**src/rtl/cst_pkg.sv**
```systemverilog
package cst_pkg;
  localparam int ST_W = 3;
  typedef logic [ST_W-1:0] cst_t;

  localparam cst_t CS_C0 = 3'd0;
  localparam cst_t CS_C1 = 3'd1;
  localparam cst_t CS_C3 = 3'd2;
  localparam cst_t CS_C6 = 3'd3;
  localparam cst_t CS_C7 = 3'd4;

  typedef enum logic [1:0] {SQ_IDLE = 2'd0, SQ_FLUSH = 2'd1, SQ_DONE = 2'd2} seq_e;

  // Codes past the deepest state saturate to it.
  function automatic cst_t cst_sat(input cst_t c);
    return (c > CS_C7) ? CS_C7 : c;
  endfunction

  // The shallower of two states is the numerically smaller code.
  function automatic cst_t cst_shallow(input cst_t a, input cst_t b);
    return (a < b) ? a : b;
  endfunction
endpackage

```
**src/rtl/cst_min_chain.sv**
```systemverilog
module cst_min_chain
  import cst_pkg::*;
#(
  parameter int NCORES = 4
) (
  input  logic [NCORES*ST_W-1:0] core_state,
  output cst_t                   core_min,
  output logic [NCORES-1:0]      in_c7
);
  cst_t stage [NCORES+1];
  assign stage[0] = CS_C7;

  for (genvar i = 0; i < NCORES; i++) begin : g_core
    cst_t s;
    assign s          = cst_sat(core_state[i*ST_W +: ST_W]);
    assign stage[i+1] = cst_shallow(stage[i], s);
    assign in_c7[i]   = (s == CS_C7);
  end

  assign core_min = stage[NCORES];
endmodule

```
**src/rtl/cst_entrant.sv**
```systemverilog
module cst_entrant
  import cst_pkg::*;
#(
  parameter int NCORES = 4,
  localparam int IDW = (NCORES > 1) ? $clog2(NCORES) : 1
) (
  input  logic              clk,
  input  logic              rst,
  input  logic [NCORES-1:0] in_c7,
  input  logic [NCORES-1:0] core_hint,
  output logic [IDW-1:0]    owner_sel,
  output logic              hint_sel
);
  logic [NCORES-1:0] prev_c7_q;
  logic [NCORES-1:0] fresh;
  logic [IDW-1:0]    last_q;
  logic [IDW-1:0]    pick;

  assign fresh = in_c7 & ~prev_c7_q;

  // Lowest-index newcomer wins a tie.
  always_comb begin
    pick = last_q;
    for (int i = NCORES - 1; i >= 0; i--) begin
      if (fresh[i]) pick = IDW'(i);
    end
  end

  assign owner_sel = pick;
  assign hint_sel  = core_hint[pick];

  always_ff @(posedge clk) begin
    if (rst) begin
      prev_c7_q <= '0;
      last_q    <= '0;
    end else begin
      prev_c7_q <= in_c7;
      last_q    <= pick;
    end
  end
endmodule

```
**src/rtl/cst_flush_seq.sv**
```systemverilog
module cst_flush_seq
  import cst_pkg::*;
#(
  parameter int NGRP = 4,
  parameter int IDW  = 2,
  localparam int GW  = (NGRP > 1) ? $clog2(NGRP) : 1
) (
  input  logic           clk,
  input  logic           rst,
  input  cst_t           target,
  input  logic [IDW-1:0] owner_sel,
  input  logic           hint_sel,
  input  logic           flush_done,
  output cst_t           pkg_state,
  output logic           flush_req,
  output logic           flush_full,
  output logic [GW-1:0]  flush_group,
  output logic [IDW-1:0] flush_owner,
  output logic           ev_start,
  output logic           ev_abort,
  output logic           ev_finish
);
  localparam logic [GW-1:0] LAST_GRP = GW'(NGRP - 1);

  seq_e           st_q, st_n;
  logic           full_q, full_n;
  logic [GW-1:0]  grp_q, grp_n;
  logic [IDW-1:0] own_q, own_n;
  cst_t           pkg_q, pkg_n;
  logic           eligible;
  logic           final_step;

  assign eligible   = (target == CS_C7);
  assign final_step = full_q || (grp_q == LAST_GRP);

  assign ev_start  = (st_q == SQ_IDLE)  && eligible;
  assign ev_abort  = (st_q == SQ_FLUSH) && !eligible;
  assign ev_finish = (st_q == SQ_FLUSH) && eligible && flush_done && final_step;

  always_comb begin
    st_n   = st_q;
    full_n = full_q;
    grp_n  = grp_q;
    own_n  = own_q;
    unique case (st_q)
      SQ_IDLE: if (ev_start) begin
        st_n   = SQ_FLUSH;
        full_n = hint_sel;
        grp_n  = '0;
        own_n  = owner_sel;
      end
      SQ_FLUSH: begin
        if (ev_abort)            st_n  = SQ_IDLE;
        else if (ev_finish)      st_n  = SQ_DONE;
        else if (flush_done)     grp_n = grp_q + 1'b1;
      end
      SQ_DONE: if (!eligible) st_n = SQ_IDLE;
      default: st_n = SQ_IDLE;
    endcase
    if (!eligible)             pkg_n = target;
    else if (st_n == SQ_DONE)  pkg_n = CS_C7;
    else                       pkg_n = CS_C6;
  end

  always_ff @(posedge clk) begin
    if (rst) begin
      st_q   <= SQ_IDLE;
      full_q <= 1'b0;
      grp_q  <= '0;
      own_q  <= '0;
      pkg_q  <= CS_C0;
    end else begin
      st_q   <= st_n;
      full_q <= full_n;
      grp_q  <= grp_n;
      own_q  <= own_n;
      pkg_q  <= pkg_n;
    end
  end

  assign pkg_state   = pkg_q;
  assign flush_req   = (st_q == SQ_FLUSH);
  assign flush_full  = full_q;
  assign flush_group = grp_q;
  assign flush_owner = own_q;
endmodule

```
**src/rtl/cst_pkg_resolver.sv**
```systemverilog
module cst_pkg_resolver
  import cst_pkg::*;
#(
  parameter int NCORES = 4,
  parameter int NGRP   = 4,
  localparam int IDW   = (NCORES > 1) ? $clog2(NCORES) : 1,
  localparam int GW    = (NGRP > 1) ? $clog2(NGRP) : 1
) (
  input  logic                   clk,
  input  logic                   rst,
  input  logic [NCORES*ST_W-1:0] core_state,
  input  logic [NCORES-1:0]      core_hint,
  input  logic [ST_W-1:0]        plat_limit,
  input  logic                   flush_done,
  output logic [ST_W-1:0]        pkg_state,
  output logic                   flush_req,
  output logic                   flush_full,
  output logic [GW-1:0]          flush_group,
  output logic [IDW-1:0]         flush_owner
);
  cst_t              core_min;
  cst_t              lim_sat;
  cst_t              target;
  logic [NCORES-1:0] in_c7;
  logic [IDW-1:0]    owner_sel;
  logic              hint_sel;
  logic              ev_start, ev_abort, ev_finish;

  cst_min_chain #(.NCORES(NCORES)) u_min (
    .core_state(core_state),
    .core_min  (core_min),
    .in_c7     (in_c7)
  );

  assign lim_sat = cst_sat(plat_limit);
  assign target  = cst_shallow(core_min, lim_sat);

  cst_entrant #(.NCORES(NCORES)) u_ent (
    .clk      (clk),
    .rst      (rst),
    .in_c7    (in_c7),
    .core_hint(core_hint),
    .owner_sel(owner_sel),
    .hint_sel (hint_sel)
  );

  cst_flush_seq #(.NGRP(NGRP), .IDW(IDW)) u_seq (
    .clk        (clk),
    .rst        (rst),
    .target     (target),
    .owner_sel  (owner_sel),
    .hint_sel   (hint_sel),
    .flush_done (flush_done),
    .pkg_state  (pkg_state),
    .flush_req  (flush_req),
    .flush_full (flush_full),
    .flush_group(flush_group),
    .flush_owner(flush_owner),
    .ev_start   (ev_start),
    .ev_abort   (ev_abort),
    .ev_finish  (ev_finish)
  );
endmodule

```
**config.mk**
```make
export PLATFORM = sky130hd
export DESIGN_NAME = cst_pkg_resolver
export DESIGN_NICKNAME = d
export VERILOG_FILES = /design/src/rtl/cst_pkg.sv /design/src/rtl/cst_min_chain.sv /design/src/rtl/cst_entrant.sv /design/src/rtl/cst_flush_seq.sv /design/src/rtl/cst_pkg_resolver.sv
export SDC_FILE = /design/constraint.sdc
export NUM_CORES = 1
export LEC_CHECK = 0
export BUFFER_PORTS_ARGS = -buffer_cell sky130_fd_sc_hd__buf_4
export CORE_MARGIN = 1.5
export CORE_UTILIZATION = 45
export CTS_BUF_LIST = sky130_fd_sc_hd__clkbuf_8
export DETAILED_ROUTE_END_ITERATION = 10
export PLACE_DENSITY = 0.67
export SLEW_MARGIN = 20
export SYNTH_ARGS = -nofsm -noshare
export SYNTH_HDL_FRONTEND = slang
export SYNTH_HIERARCHICAL = 1
export SYNTH_SLANG_ARGS = --single-unit
export TNS_END_PERCENT = 5
```
**constraint.sdc**
```tcl
create_clock -name clk -period 5.7 [get_ports clk]
set_input_delay 0.57 -clock clk [delete_from_list [all_inputs] [get_ports clk]]
set_output_delay 0.57 -clock clk [all_outputs]
set_load 0.1 [all_outputs]
```
==> results of run 1 <==
==> report_power, final <==
group | leakage (nW) | switching (mW) | internal, mW
Combinational | 0.531 | 0.130 | 0.0734
Clock | 0.0288 | 0.0393 | 0.0613
Sequential | 0.131 | 0.00526 | 0.122
Total | 0.691 | 0.174 | 0.257
==> per-stage QoR <==
stage               hold slack, ps  instances  area, um^2
floorplan                    569.4        150        1267
global placement             471.3        205        1510
detailed placement           481.4        205        1510
CTS                          491.9        209        1565
global route                 515.6        209        1565
finish                       487.7        209        1565
==> path summary, 6_finish.rpt <==
check | depth (start not counted) | start | to | slack, ps
setup / recovery | 25 | core_state[5] | u_seq/flush_group[0] | 430
setup reg to reg | 6 | u_ent/prev_c7_q[3] | u_seq/flush_full | 4240
hold / removal | 2 | u_seq/flush_group[1] | u_seq/flush_group[1] | 490
hold reg to reg | 2 | u_seq/flush_group[1] | u_seq/flush_group[1] | 490
==> layer usage <==
layer  track usage (%)  up-vias  routed length, um
li1                  -      588                  -
met1             20.95      524               1185
met2             32.77       32               1317
met3             2.558        6                125
met4             6.803        0                 27
met5                 0        -                  0
==> worst max-delay path, stage by stage <==
cell,delay [ps]
buf_4,130
inv_1,110
nand2_1,70
ha_1,290
nand2b_1,90
a21oi_2,50
o311a_4,360
or2_2,280
ha_1,300
nor2b_1,160
a2111oi_4,330
a31oi_1,80
ha_1,220
a21oi_1,290
nand2_1,90
o21a_1,190
a32o_1,210
o22ai_1,180
ha_1,240
a21oi_2,100
a22oi_1,170
a21oi_1,130
nor3b_4,340
o2111ai_1,230
o2bb2ai_1,180
==> registers in the layout, indices dropped and copies added (netlist names) <==
| register | count |
|---|---|
| u_seq/flush_owner | 2 |
| u_seq/pkg_state | 3 |
| u_ent/last_q | 2 |
| u_seq/flush_full | 1 |
| u_ent/prev_c7_q | 4 |
| u_seq/st_q | 2 |
| u_seq/flush_group | 2 |
==> cells in the final DEF (no fill, tap or decap), types with 2 or more instances in the layout <==
cell	count
inv_1	10
ha_1	11
dfxtp_1	16
buf_4	31
o21ai_0	7
nand2_1	10
nor2_1	7
clkbuf_8	4
o311a_4	2
nor2b_1	14
a21oi_2	3
o2111ai_1	2
o21bai_1	2
and3_1	2
nand3b_1	2
o2bb2ai_1	2
a21oi_1	6
nand3_1	7
or2_2	3
o211ai_1	3
o22ai_1	4
nand2b_1	8
==> cell type report <==
class	instances	area [um^2]	area share (%)
timing repair buffer	31	232.7	14.87
multi-input combinational	116	877.1	56.04
inverter	11	41.29	2.638
clock buffer	4	55.05	3.517
tap	31	38.79	2.478
sequential	16	320.3	20.46
==> flow_summary.ini, run 1 <==
[status]
status = finished clean

[power]
p_leak_nw = 0.6911
peakVddDrop_v = 0.0001877
total_power_uw = 431.2
power.density_nw_per_um2 = 275.5

[die]
core_um2 = 2710
dieArea_um2 = 3144
fp-row-count = 19
die_w_um = 56.07
fp.dieH_um = 56.07
io_pins = 31
initial_utilization_pct = 46.77

[final_layout]
area_delta_synth_final_pct = 23.49
diodes = 0
drive_gt1_share_pct = 29.21
fill_cells = 269
nets = 212
post-route-util_pct = 57.76

[grt]
antenna_found_initial = 0
groute.usage.overall_pct = 17.95
grt_pass1_wl_mm = 4.602
grt_max_degree = 15
grt_overflow = 0
grt_pass1_vias = 1118

[sta]
setup_viol = 0
final.min_clock_period_ps = 5267
slew_headroom_pct = 71.31
slew_viol_final = 0
finalSetupTns_ps = 0
rsz0062_at_grt = false
fin_ws_ps = 433.2
timing.fmax_mhz = 189.9
fin_crit_sh_pct = 92.40
tightest_slew_ps = 427.7
final-hold-violation-count = 0
worst_clock_skew_ps = 3.333

[clock_tree]
clock_path_buffers = 2
post-cts-setup-buffers = 0
clk_pin_slew_ps = 70
root_buffer = clkbuf_8
hold_buffers = 0
cts_tree = done
insertion_delay_ps = 250
cts-htree-levels = 1
numCtsBuffers = 3
clock-sinks = 16
cts_resized = 0

[worst_setup_path]
end_kind = flop
arrival_ps = 5410
cp.required_ps = 5840
critPathKind = in -> reg
critPathMaxFanout = 6
cp-start-kind = input port

[drt]
wirelength_mm = 2.656
ant_nets = 0
post-route-drc-count = 0
drt-vias-per-instance = 5.502
vias = 1150
wl_per_cell_um = 12.71
first_pass_iters = 4
drtIter0Drc = 33

[placed_design]
gp_congestion = 0.7991
place_hpwl_mm = 2.213
portBuffers = 30
post-place-ws_ps = 186.6

[yosys]
syn-num-nets = 183
synth_area_per_cell_um2 = 8.450
syn-cell-area_um2 = 1267
synth_cells = 150
yosys_warnings = 6

[job]
maxCapViolCount = 0

[worst_hold_path]
hold_path_class = reg -> reg
(Power assumes the default switching activity.)
==> run 2, diff against run 1 <==
==> constraint.sdc (replaced) <==
create_clock -name clk -period 6 [get_ports clk]
set_input_delay 0.6 -clock clk [delete_from_list [all_inputs] [get_ports clk]]
set_output_delay 0.6 -clock clk [all_outputs]
set_load 0.1 [all_outputs]
==> run 2 against run 1 <==
Against the previous run:
- non-clock buffer count is 1 lower
- register-to-register slack improved by 300 ps
- critical path depth shrank 1
- design area decreased by 0.48%
- sequential share of layout area is 0.099 points higher
- clock power is 6% lower
- clock skew up 0.69 ps
==> flow_summary.ini, run 2 (synthesis gave the netlist of run 1 again) <==
[final_layout]
area_delta_synth_final_pct = 22.90
final_common_cell = buf_4
layout_common_cells = 30 x buf_4, 16 x dfxtp_1, 14 x nor2b_1, 11 x ha_1
top_register = u_ent/prev_c7_q
largest_reg_flops = 4
nets = 211
diodes = 0
drive_gt1_share_pct = 28.81
finalNonFillerCells = 208

[sta]
slew_viol_final = 0
worst_clock_skew_ps = 4.027
final-hold-violation-count = 0
finalSetupTns_ps = 0
fin_ws_ps = 550.7
setup_viol = 0
fin_crit_sh_pct = 90.82
timing.fmax_mhz = 183.5
final.min_clock_period_ps = 5449
tightest_slew_ps = 471.9
rsz0062_at_grt = false
slew_headroom_pct = 68.21

[drt]
ant_nets = 0
vias = 1152
post-route-drc-count = 0
wl_per_cell_um = 12.97
wirelength_mm = 2.698
drtIter0Drc = 38
first_pass_iters = 4
drt-vias-per-instance = 5.538

[power]
p_sw_uw = 164.8
power.density_nw_per_um2 = 261.4
pwr-share-clk_pct = 23.4
p_leak_nw = 0.6859
p_seq_share_pct = 29.6
power_frac_comb_pct = 47.0
internal-power_uw = 242.4
swShare_pct = 40.47
peakVddDrop_v = 0.0002001

[clock_tree]
post-cts-setup-buffers = 0
clock-sinks = 16
cts_resized = 0
cts_tree = done
insertion_delay_ps = 250
hold_buffers = 0
cts-htree-levels = 1
clock_path_buffers = 2
root_buffer = clkbuf_8
clk_pin_slew_ps = 60
numCtsBuffers = 3

[worst_setup_path]
cp.required_ps = 6140
cp-start-kind = input port
arrival_ps = 5590
end_kind = flop
r2r_start = u_ent/prev_c7_q[3]
r2r_slack_ps = 4540
critPathKind = in -> reg
rr_worst_depth = 6
critPathMaxFanout = 6
r2r_end = u_seq/flush_full

[die]
dieArea_um2 = 3144
die_w_um = 56.07
core_um2 = 2710
io_pins = 31
fp.dieH_um = 56.07
fp-row-count = 19
initial_utilization_pct = 46.77

[placed_design]
place_hpwl_mm = 2.241
gp_congestion = 0.8264
post-place-ws_ps = 321.7
portBuffers = 30
place_inst = 204

[grt]
groute.usage.overall_pct = 18.70
grt_overflow = 0
grt_pass1_wl_mm = 4.857
grt_max_degree = 15
antenna_found_initial = 0
grt_pass1_vias = 1140

[worst_hold_path]
whs_endpoint = u_seq/flush_owner[1]
min_path_cells = 2
hp-start = u_seq/flush_owner[1]
hold_path_class = reg -> reg

[status]
status = finished clean

[job]
maxCapViolCount = 0
## run 2: cell count changes in the layout (fill, tap and decap cells not counted)
cell / before / now
buf_4: 31 / 30
## run 2: power by group through the flow
stage / clock network, mW / registers, mW / logic [mW]
2_1_floorplan: 0 / 0.170 / 0.102
3_3_place_gp: 0 / 0.123 / 0.186
3_5_place_dp: 0 / 0.123 / 0.191
4_1_cts: 0.0985 / 0.121 / 0.192
5_1_grt: 0.101 / 0.122 / 0.209
6_report: 0.0952 / 0.121 / 0.191
## run 2: worst max-delay path by stage
stage                       start                   end  slack [ps]
global route        core_state[5]  u_seq/flush_group[0]          80
floorplan           core_state[1]  u_seq/flush_group[0]         970
global placement    core_state[5]  u_seq/flush_group[0]         490
finish              core_state[5]  u_seq/flush_group[0]         550
detailed placement  core_state[5]  u_seq/flush_group[0]         320
CTS                 core_state[5]  u_seq/flush_group[0]         570
## run 2: layer usage
layer | track usage, % | share of wire (%) | up-vias
met2 | 31.26 | 49 | 29
met5 | 0 | 0 | -
met3 | 1.395 | 3.3 | 4
met4 | 6.463 | 0.70 | 0
met1 | 25.32 | 47 | 529
li1 | - | - | 590
## run 2: stage by stage
stage,area [um^2],utilization (%),hold slack [ps],total power [mW]
after detailed placement,1503,55.45,470.8,0.3145
after global placement,1503,55.45,466.9,0.3087
after global routing,1558,57.48,495.6,0.4315
after CTS,1558,57.48,484.4,0.4112
final,1558,57.48,484.1,0.4072
after floorplan,1267,-,569.4,0.2721
## run 2: critical path, cell delays in order
cell       delay (ps)
buf_4             140
inv_1             110
nand2_1            70
ha_1              300
nand2b_1           90
a21oi_2            50
o311a_4           370
or2_2             280
ha_1              300
nor2b_1           160
a2111oi_4         300
a31oi_1            90
ha_1              220
a21oi_1           280
nand2_1            90
o21a_1            180
a32o_1            210
o22ai_1           220
ha_1              250
a21oi_2           100
o21ai_0           400
nor3b_4           370
o2111ai_1         220
o2bb2ai_1         180
## run 2: cell type report
type,instances,area [um^2]
Clock buffer,4,55.05
Fill cell,275,1152
Inverter,11,41.29
Multi-Input combinational cell,116,877.1
Sequential cell,16,320.3
Tap cell,31,38.79
Timing Repair Buffer,30,225.2
